===== src/rtl/quad_gpio_pkg.sv =====
package quad_gpio_pkg;
  localparam int unsigned REG_W = 8;
  localparam int unsigned IDX_W = 2;

  typedef enum logic [IDX_W-1:0] {
    IDX_IN  = 2'd0,
    IDX_OUT = 2'd1,
    IDX_POL = 2'd2,
    IDX_DIR = 2'd3
  } reg_idx_e;
endpackage


===== src/rtl/gpio_pin_sync.sv =====
module gpio_pin_sync #(
  parameter int unsigned W      = 4,
  parameter int unsigned STAGES = 2
) (
  input  logic         clk_i,
  input  logic         rst_ni,
  input  logic [W-1:0] d_i,
  output logic [W-1:0] q_o
);
  logic [W-1:0] stage_q [STAGES];

  always_ff @(posedge clk_i or negedge rst_ni) begin
    if (!rst_ni) begin
      for (int k = 0; k < STAGES; k++) stage_q[k] <= '0;
    end else begin
      stage_q[0] <= d_i;
      for (int k = 1; k < STAGES; k++) stage_q[k] <= stage_q[k-1];
    end
  end

  assign q_o = stage_q[STAGES-1];
endmodule


===== src/rtl/gpio_ctrl_regs.sv =====
module gpio_ctrl_regs
  import quad_gpio_pkg::*;
#(
  parameter logic [REG_W-1:0] OUT_RST = 8'hFF,
  parameter logic [REG_W-1:0] POL_RST = 8'h00,
  parameter logic [REG_W-1:0] DIR_RST = 8'hFF
) (
  input  logic             clk_i,
  input  logic             rst_ni,
  input  logic             wr_en_i,
  input  logic [IDX_W-1:0] idx_i,
  input  logic [REG_W-1:0] wdata_i,
  output logic [REG_W-1:0] out_q_o,
  output logic [REG_W-1:0] pol_q_o,
  output logic [REG_W-1:0] dir_q_o
);
  localparam int unsigned NREG = 3;
  localparam logic [REG_W-1:0] RST_VAL [NREG] = '{OUT_RST, POL_RST, DIR_RST};

  logic [REG_W-1:0] reg_q [NREG];

  // slot k serves index k+1; index 0 has no storage, so writes to it fall away
  for (genvar k = 0; k < NREG; k++) begin : g_reg
    always_ff @(posedge clk_i or negedge rst_ni) begin
      if (!rst_ni)
        reg_q[k] <= RST_VAL[k];
      else if (wr_en_i && (idx_i == IDX_W'(k + 1)))
        reg_q[k] <= wdata_i;
    end
  end

  assign out_q_o = reg_q[0];
  assign pol_q_o = reg_q[1];
  assign dir_q_o = reg_q[2];

  // a write to a stored index is held exactly
  a_r7_write_stored: assert property (@(posedge clk_i) disable iff (!rst_ni)
    (wr_en_i && idx_i == IDX_DIR) |=> (dir_q_o == $past(wdata_i)));

  // index 0 writes touch nothing
  a_r6_idx0_write_ignored: assert property (@(posedge clk_i) disable iff (!rst_ni)
    (wr_en_i && idx_i == IDX_IN) |=> ($stable(out_q_o) && $stable(pol_q_o) && $stable(dir_q_o)));
endmodule


===== src/rtl/gpio_read_port.sv =====
module gpio_read_port
  import quad_gpio_pkg::*;
#(
  parameter int unsigned NPIN = 4
) (
  input  logic             clk_i,
  input  logic             rst_ni,
  input  logic             rd_en_i,
  input  logic [IDX_W-1:0] idx_i,
  input  logic [NPIN-1:0]  pins_i,
  input  logic [REG_W-1:0] out_q_i,
  input  logic [REG_W-1:0] pol_q_i,
  input  logic [REG_W-1:0] dir_q_i,
  output logic [REG_W-1:0] rdata_o
);
  logic [REG_W-1:0] in_view;
  logic [REG_W-1:0] rd_mux;

  always_comb begin
    in_view = '1;  // unused input bits read as 1
    in_view[NPIN-1:0] = pins_i ^ pol_q_i[NPIN-1:0];
  end

  always_comb begin
    unique case (reg_idx_e'(idx_i))
      IDX_IN:  rd_mux = in_view;
      IDX_OUT: rd_mux = out_q_i;
      IDX_POL: rd_mux = pol_q_i;
      default: rd_mux = dir_q_i;
    endcase
  end

  always_ff @(posedge clk_i or negedge rst_ni) begin
    if (!rst_ni)       rdata_o <= '0;
    else if (rd_en_i)  rdata_o <= rd_mux;
  end

  // read data holds between strobes
  a_r9_rdata_hold: assert property (@(posedge clk_i) disable iff (!rst_ni)
    !rd_en_i |=> $stable(rdata_o));

  // unused input bits read as ones
  a_r4_upper_ones: assert property (@(posedge clk_i) disable iff (!rst_ni)
    (rd_en_i && idx_i == IDX_IN) |=> (rdata_o[REG_W-1:NPIN] == '1));

  // stored registers read back their pre-edge value
  a_r7_out_readback: assert property (@(posedge clk_i) disable iff (!rst_ni)
    (rd_en_i && idx_i == IDX_OUT) |=> (rdata_o == $past(out_q_i)));
endmodule


===== src/rtl/quad_gpio_bank.sv =====
module quad_gpio_bank
  import quad_gpio_pkg::*;
#(
  parameter int unsigned NPIN        = 4,
  parameter int unsigned SYNC_STAGES = 2
) (
  input  logic             clk_i,
  input  logic             rst_ni,
  input  logic             wr_en_i,
  input  logic             rd_en_i,
  input  logic [IDX_W-1:0] idx_i,
  input  logic [REG_W-1:0] wdata_i,
  output logic [REG_W-1:0] rdata_o,
  input  logic [NPIN-1:0]  pin_in_i,
  output logic [NPIN-1:0]  pin_out_o,
  output logic [NPIN-1:0]  pin_oe_o
);
  logic [REG_W-1:0] out_q, pol_q, dir_q;
  logic [NPIN-1:0]  pins_sync;

  gpio_pin_sync #(.W(NPIN), .STAGES(SYNC_STAGES)) u_sync (
    .clk_i  (clk_i),
    .rst_ni (rst_ni),
    .d_i    (pin_in_i),
    .q_o    (pins_sync)
  );

  gpio_ctrl_regs u_regs (
    .clk_i   (clk_i),
    .rst_ni  (rst_ni),
    .wr_en_i (wr_en_i),
    .idx_i   (idx_i),
    .wdata_i (wdata_i),
    .out_q_o (out_q),
    .pol_q_o (pol_q),
    .dir_q_o (dir_q)
  );

  gpio_read_port #(.NPIN(NPIN)) u_rd (
    .clk_i   (clk_i),
    .rst_ni  (rst_ni),
    .rd_en_i (rd_en_i),
    .idx_i   (idx_i),
    .pins_i  (pins_sync),
    .out_q_i (out_q),
    .pol_q_i (pol_q),
    .dir_q_i (dir_q),
    .rdata_o (rdata_o)
  );

  assign pin_oe_o  = ~dir_q[NPIN-1:0];
  assign pin_out_o = out_q[NPIN-1:0] & pin_oe_o;

  // enables follow a direction write at the next edge
  a_r2_oe_after_dir_write: assert property (@(posedge clk_i) disable iff (!rst_ni)
    (wr_en_i && idx_i == IDX_DIR) |=> (pin_oe_o == ~$past(wdata_i[NPIN-1:0])));

  // index 0 writes leave the pins alone
  a_r6_pins_stable: assert property (@(posedge clk_i) disable iff (!rst_ni)
    (wr_en_i && idx_i == IDX_IN) |=> ($stable(pin_out_o) && $stable(pin_oe_o)));

  // an undriven pin carries no output value
  a_r3_input_pin_quiet: assert property (@(posedge clk_i) disable iff (!rst_ni)
    ((pin_out_o & ~pin_oe_o) == '0));
endmodule


===== config.mk =====
export PLATFORM = sky130hd
export DESIGN_NAME = quad_gpio_bank
export DESIGN_NICKNAME = d
export VERILOG_FILES = /design/src/rtl/quad_gpio_pkg.sv /design/src/rtl/gpio_pin_sync.sv /design/src/rtl/gpio_ctrl_regs.sv /design/src/rtl/gpio_read_port.sv /design/src/rtl/quad_gpio_bank.sv
export SDC_FILE = /design/constraint.sdc
export NUM_CORES = 1
export LEC_CHECK = 0
export ABC_AREA = 1
export BUFFER_PORTS_ARGS = -buffer_cell sky130_fd_sc_hd__buf_4
export CAP_MARGIN = 10
export CORE_ASPECT_RATIO = 0.7
export CORE_MARGIN = 2
export CORE_UTILIZATION = 40
export CTS_CLUSTER_SIZE = 8
export DETAILED_ROUTE_END_ITERATION = 12
export GPL_TIMING_DRIVEN = 0
export PLACE_DENSITY = 0.67
export SLEW_MARGIN = 25
export SYNTH_ARGS = -nofsm -noshare
export SYNTH_HDL_FRONTEND = slang
export SYNTH_SLANG_ARGS = --single-unit

===== constraint.sdc =====
create_clock -name clk_i -period 2.5 [get_ports clk_i]
set_clock_uncertainty 0.05 [all_clocks]
set_input_delay 0.375 -clock clk_i [delete_from_list [all_inputs] [get_ports clk_i]]
set_output_delay 0.375 -clock clk_i [all_outputs]
set_load 0.01 [all_outputs]

==> summary.txt <==
Status
  – Status: finished, violations left
  – Failing checks: hold timing

Worst setup path
  – Crit path cell chain: inv_1 > nor2_1 > buf_4
  – Crit Path Max Fanout: 3
  – Critical path's top delay family: flip-flops
  – Worst Path Arrival: 1.10 ns
  – Crit-path slowest cell: dfstp_2
  – Startpoint class of the critical path: flop
  – Critical Path Start: u_regs.out_q_o[0]
  – CP endpoint kind: output port
  – R2r startpoint: u_regs.dir_q_o[0]
  – Worst path bufs/invs: 2
  – Max incr delay on CP: 0.55 ns
  – WP data required: 2.08 ns
  – WS Path Type: reg2out

STA
  – Fmax achieved: 658 MHz
  – TNS Setup: 0 ns
  – RSZ-0062 raised after global routing: no
  – Final period util: 0.608
  – Hold WS: -0.0145 ns
  – Final setup vio count: 0
  – Final min period: 1.52 ns
  – Final Max Tran Viols: 0
  – Rel. slew slack: 0.660
  – Count of final hold-check violations: 8
  – Tightest Pin Transition: 0.505 ns

Yosys
  – FF+latch count, synth: 40
  – Netlist Area Pre-Place: 1780 um2
  – Register area share after synthesis: 0.572
  – Synth Area in Compound Gates: 0.135
  – Synth warn: 0
  – Synth cell types: 14
  – Post-synth top area share: 0.337
  – Area leader, netlist: dfrtp_1
  – Post-synthesis net count: 217
  – Area share of fa/ha/maj cells after synthesis: 0
  – Syn avg cell area: 8.97 um2
  – Simple-Gate Fraction of Synth Area: 0.211
  – Xor and xnor area share after synthesis: 0
  – Synth top area cells: dfrtp_1 34%, dfstp_2 24%, nand2_1 13%
  – Largest family of logic cells by synthesized area: simple AND/OR/NAND/NOR gates
  – Post-Synthesis Cells: 199
  – Mux share of post-synthesis cell area: 0

Power and ir drop
  – Switching Fraction: 0.284
  – Clock network power share: 0.281
  – Max IR drop VDD: 0.355 mV
  – Cell Pwr Density: 721 nW/um2
  – Static Leak: 1.11 nW
  – Tot Pwr: 1.58 mW
  – Seq pwr share: 0.523
  – Net load switching power: 0.447 mW
  – Logic pwr share: 0.196
  – Power Internal: 1.13 mW

Global routing
  – Grt ovf: 0
  – Initial antenna violation count: 0
  – Overall Global Routing Usage: 0.174
  – Number of global-route vias before repair: 1241
  – Largest net degree at the start of global routing: 41
  – First-pass GRT wire length: 6380 um

Routing
  – DR vias: 1371
  – Antenna Violating Nets Remaining: 0
  – Drt pass-1 iters: 4
  – Vias/cell: 4.66
  – Routed len/inst: 13.0 um
  – DRC viols: 0
  – DRT Wirelength: 3820 um
  – Iteration-0 DRC Markers: 59

Clock network
  – Post-CTS setup buffers: 0
  – Sink Count: 40
  – Hold buffers post-CTS: 0
  – Clock Path Buffers: 2
  – Num CTS Buffers: 5
  – Clk root buf: clkbuf_8
  – Clk pin slew, worst setup/hold paths: 0.08 ns
  – CTS tree: done
  – CTS H-tree depth: 2
  – Worst skew pair latency: 0.29 ns
  – Gates resized, CTS repair: 0

Cells and area
  – Share of cells above drive strength 1: 0.339
  – # fillers: 422
  – Commonest non-fill, non-tap cell in the layout: nand2_1
  – P&R area growth vs syn: 22.5%
  – Most frequent cells in the layout: 64 x nand2_1, 33 x buf_4, 26 x inv_1
  – Layout Utilization: 0.508
  – ANT cells: 0
  – Number of nets in the layout: 256

Floorplanning
  – Die area: 5020 um2
  – # rows: 20
  – Die H: 59.9 um
  – Die X: 83.8 um
  – Initial core utilization: 0.415
  – Core area: 4300 um2
  – # IOs: 34

Placement
  – Gpl congestion: 0.752
  – Hpwl dp: 2690 um
  – Count of input and output buffers: 32

Worst hold path
  – Hold WC Path Type: in2async

Flow run
  – Max_cap viols: 0
[power groups by stage]
stage	clock [mW]	combinational, mW	sequential (mW)
after floorplan	0	0.173	0.830
after global placement	0	0.306	0.832
after detailed placement	0	0.311	0.835
after CTS	0.457	0.313	0.823
after global routing	0.497	0.350	0.839
final	0.442	0.308	0.825
[flip-flops by register name, indices dropped and copies added (netlist names)]
name	flops
u_rd.rdata_o	8
u_regs.dir_q_o	8
u_regs.out_q_o	8
u_regs.pol_q_o	8
u_sync.q_o	4
u_sync.stage_q	4
[routing by layer]
layer / GRT usage / part of all wire
met2: 0.240 / 0.42
met4: 0.0622 / 0.011
met3: 0.0649 / 0.052
met1: 0.249 / 0.52
met5: 0 / 0
[cells in the mapped netlist (all sizes together)]
library cell  instances
a21oi                 7
buf                   4
inv                  28
nand2                66
nor2                 15
o21ai                29
dfstp                16
dfrtp                24
nand3                10
[worst paths after layout]
path	end	slack [ns]	cells past startpoint
worst min-delay path	u_sync.stage_q[4]	-0.01	1
worst max register to register	u_rd.rdata_o[0]	1.51	4
max in group asynchronous	u_regs.dir_q_o[2]	2.04	1
min in group clk_i	u_sync.stage_q[4]	0.13	1
worst max-delay path	pin_out_o[0]	0.98	3
worst min register to register	u_sync.q_o[3]	0.30	0
[layout make-up]
| type | count | area, um2 | area share |
|---|---|---|---|
| Buffer | 4 | 41.3 | 0.0189 |
| Clock buffer | 6 | 82.6 | 0.0378 |
| Clock inverter | 2 | 10.0 | 0.00458 |
| Inverter | 28 | 105 | 0.0481 |
| Multi-Input combinational cell | 127 | 617 | 0.282 |
| Sequential cell | 40 | 1020 | 0.467 |
| Tap cell | 55 | 68.8 | 0.0315 |
| Timing Repair Buffer | 32 | 240 | 0.110 |
[logic make-up (layout without fill, tap and decap cells)]
kind of cell,after synthesis,count (layout)
AO/OA/AOI/OAI,36,36
AND/OR/NAND/NOR,91,91
buffers and inverters,32,72
flip-flops,40,40
[stage by stage]
step / setup WS [ns] / instances / cell area (um2)
after global routing: 0.912 / 294 / 2190
final: 0.979 / 294 / 2190
after detailed placement: 0.983 / 286 / 2090
after floorplan: 1.32 / 199 / 1780
after CTS: 0.965 / 294 / 2190
after global placement: 1.01 / 286 / 2090
Note: power is estimated with default switching activity, not from simulation.
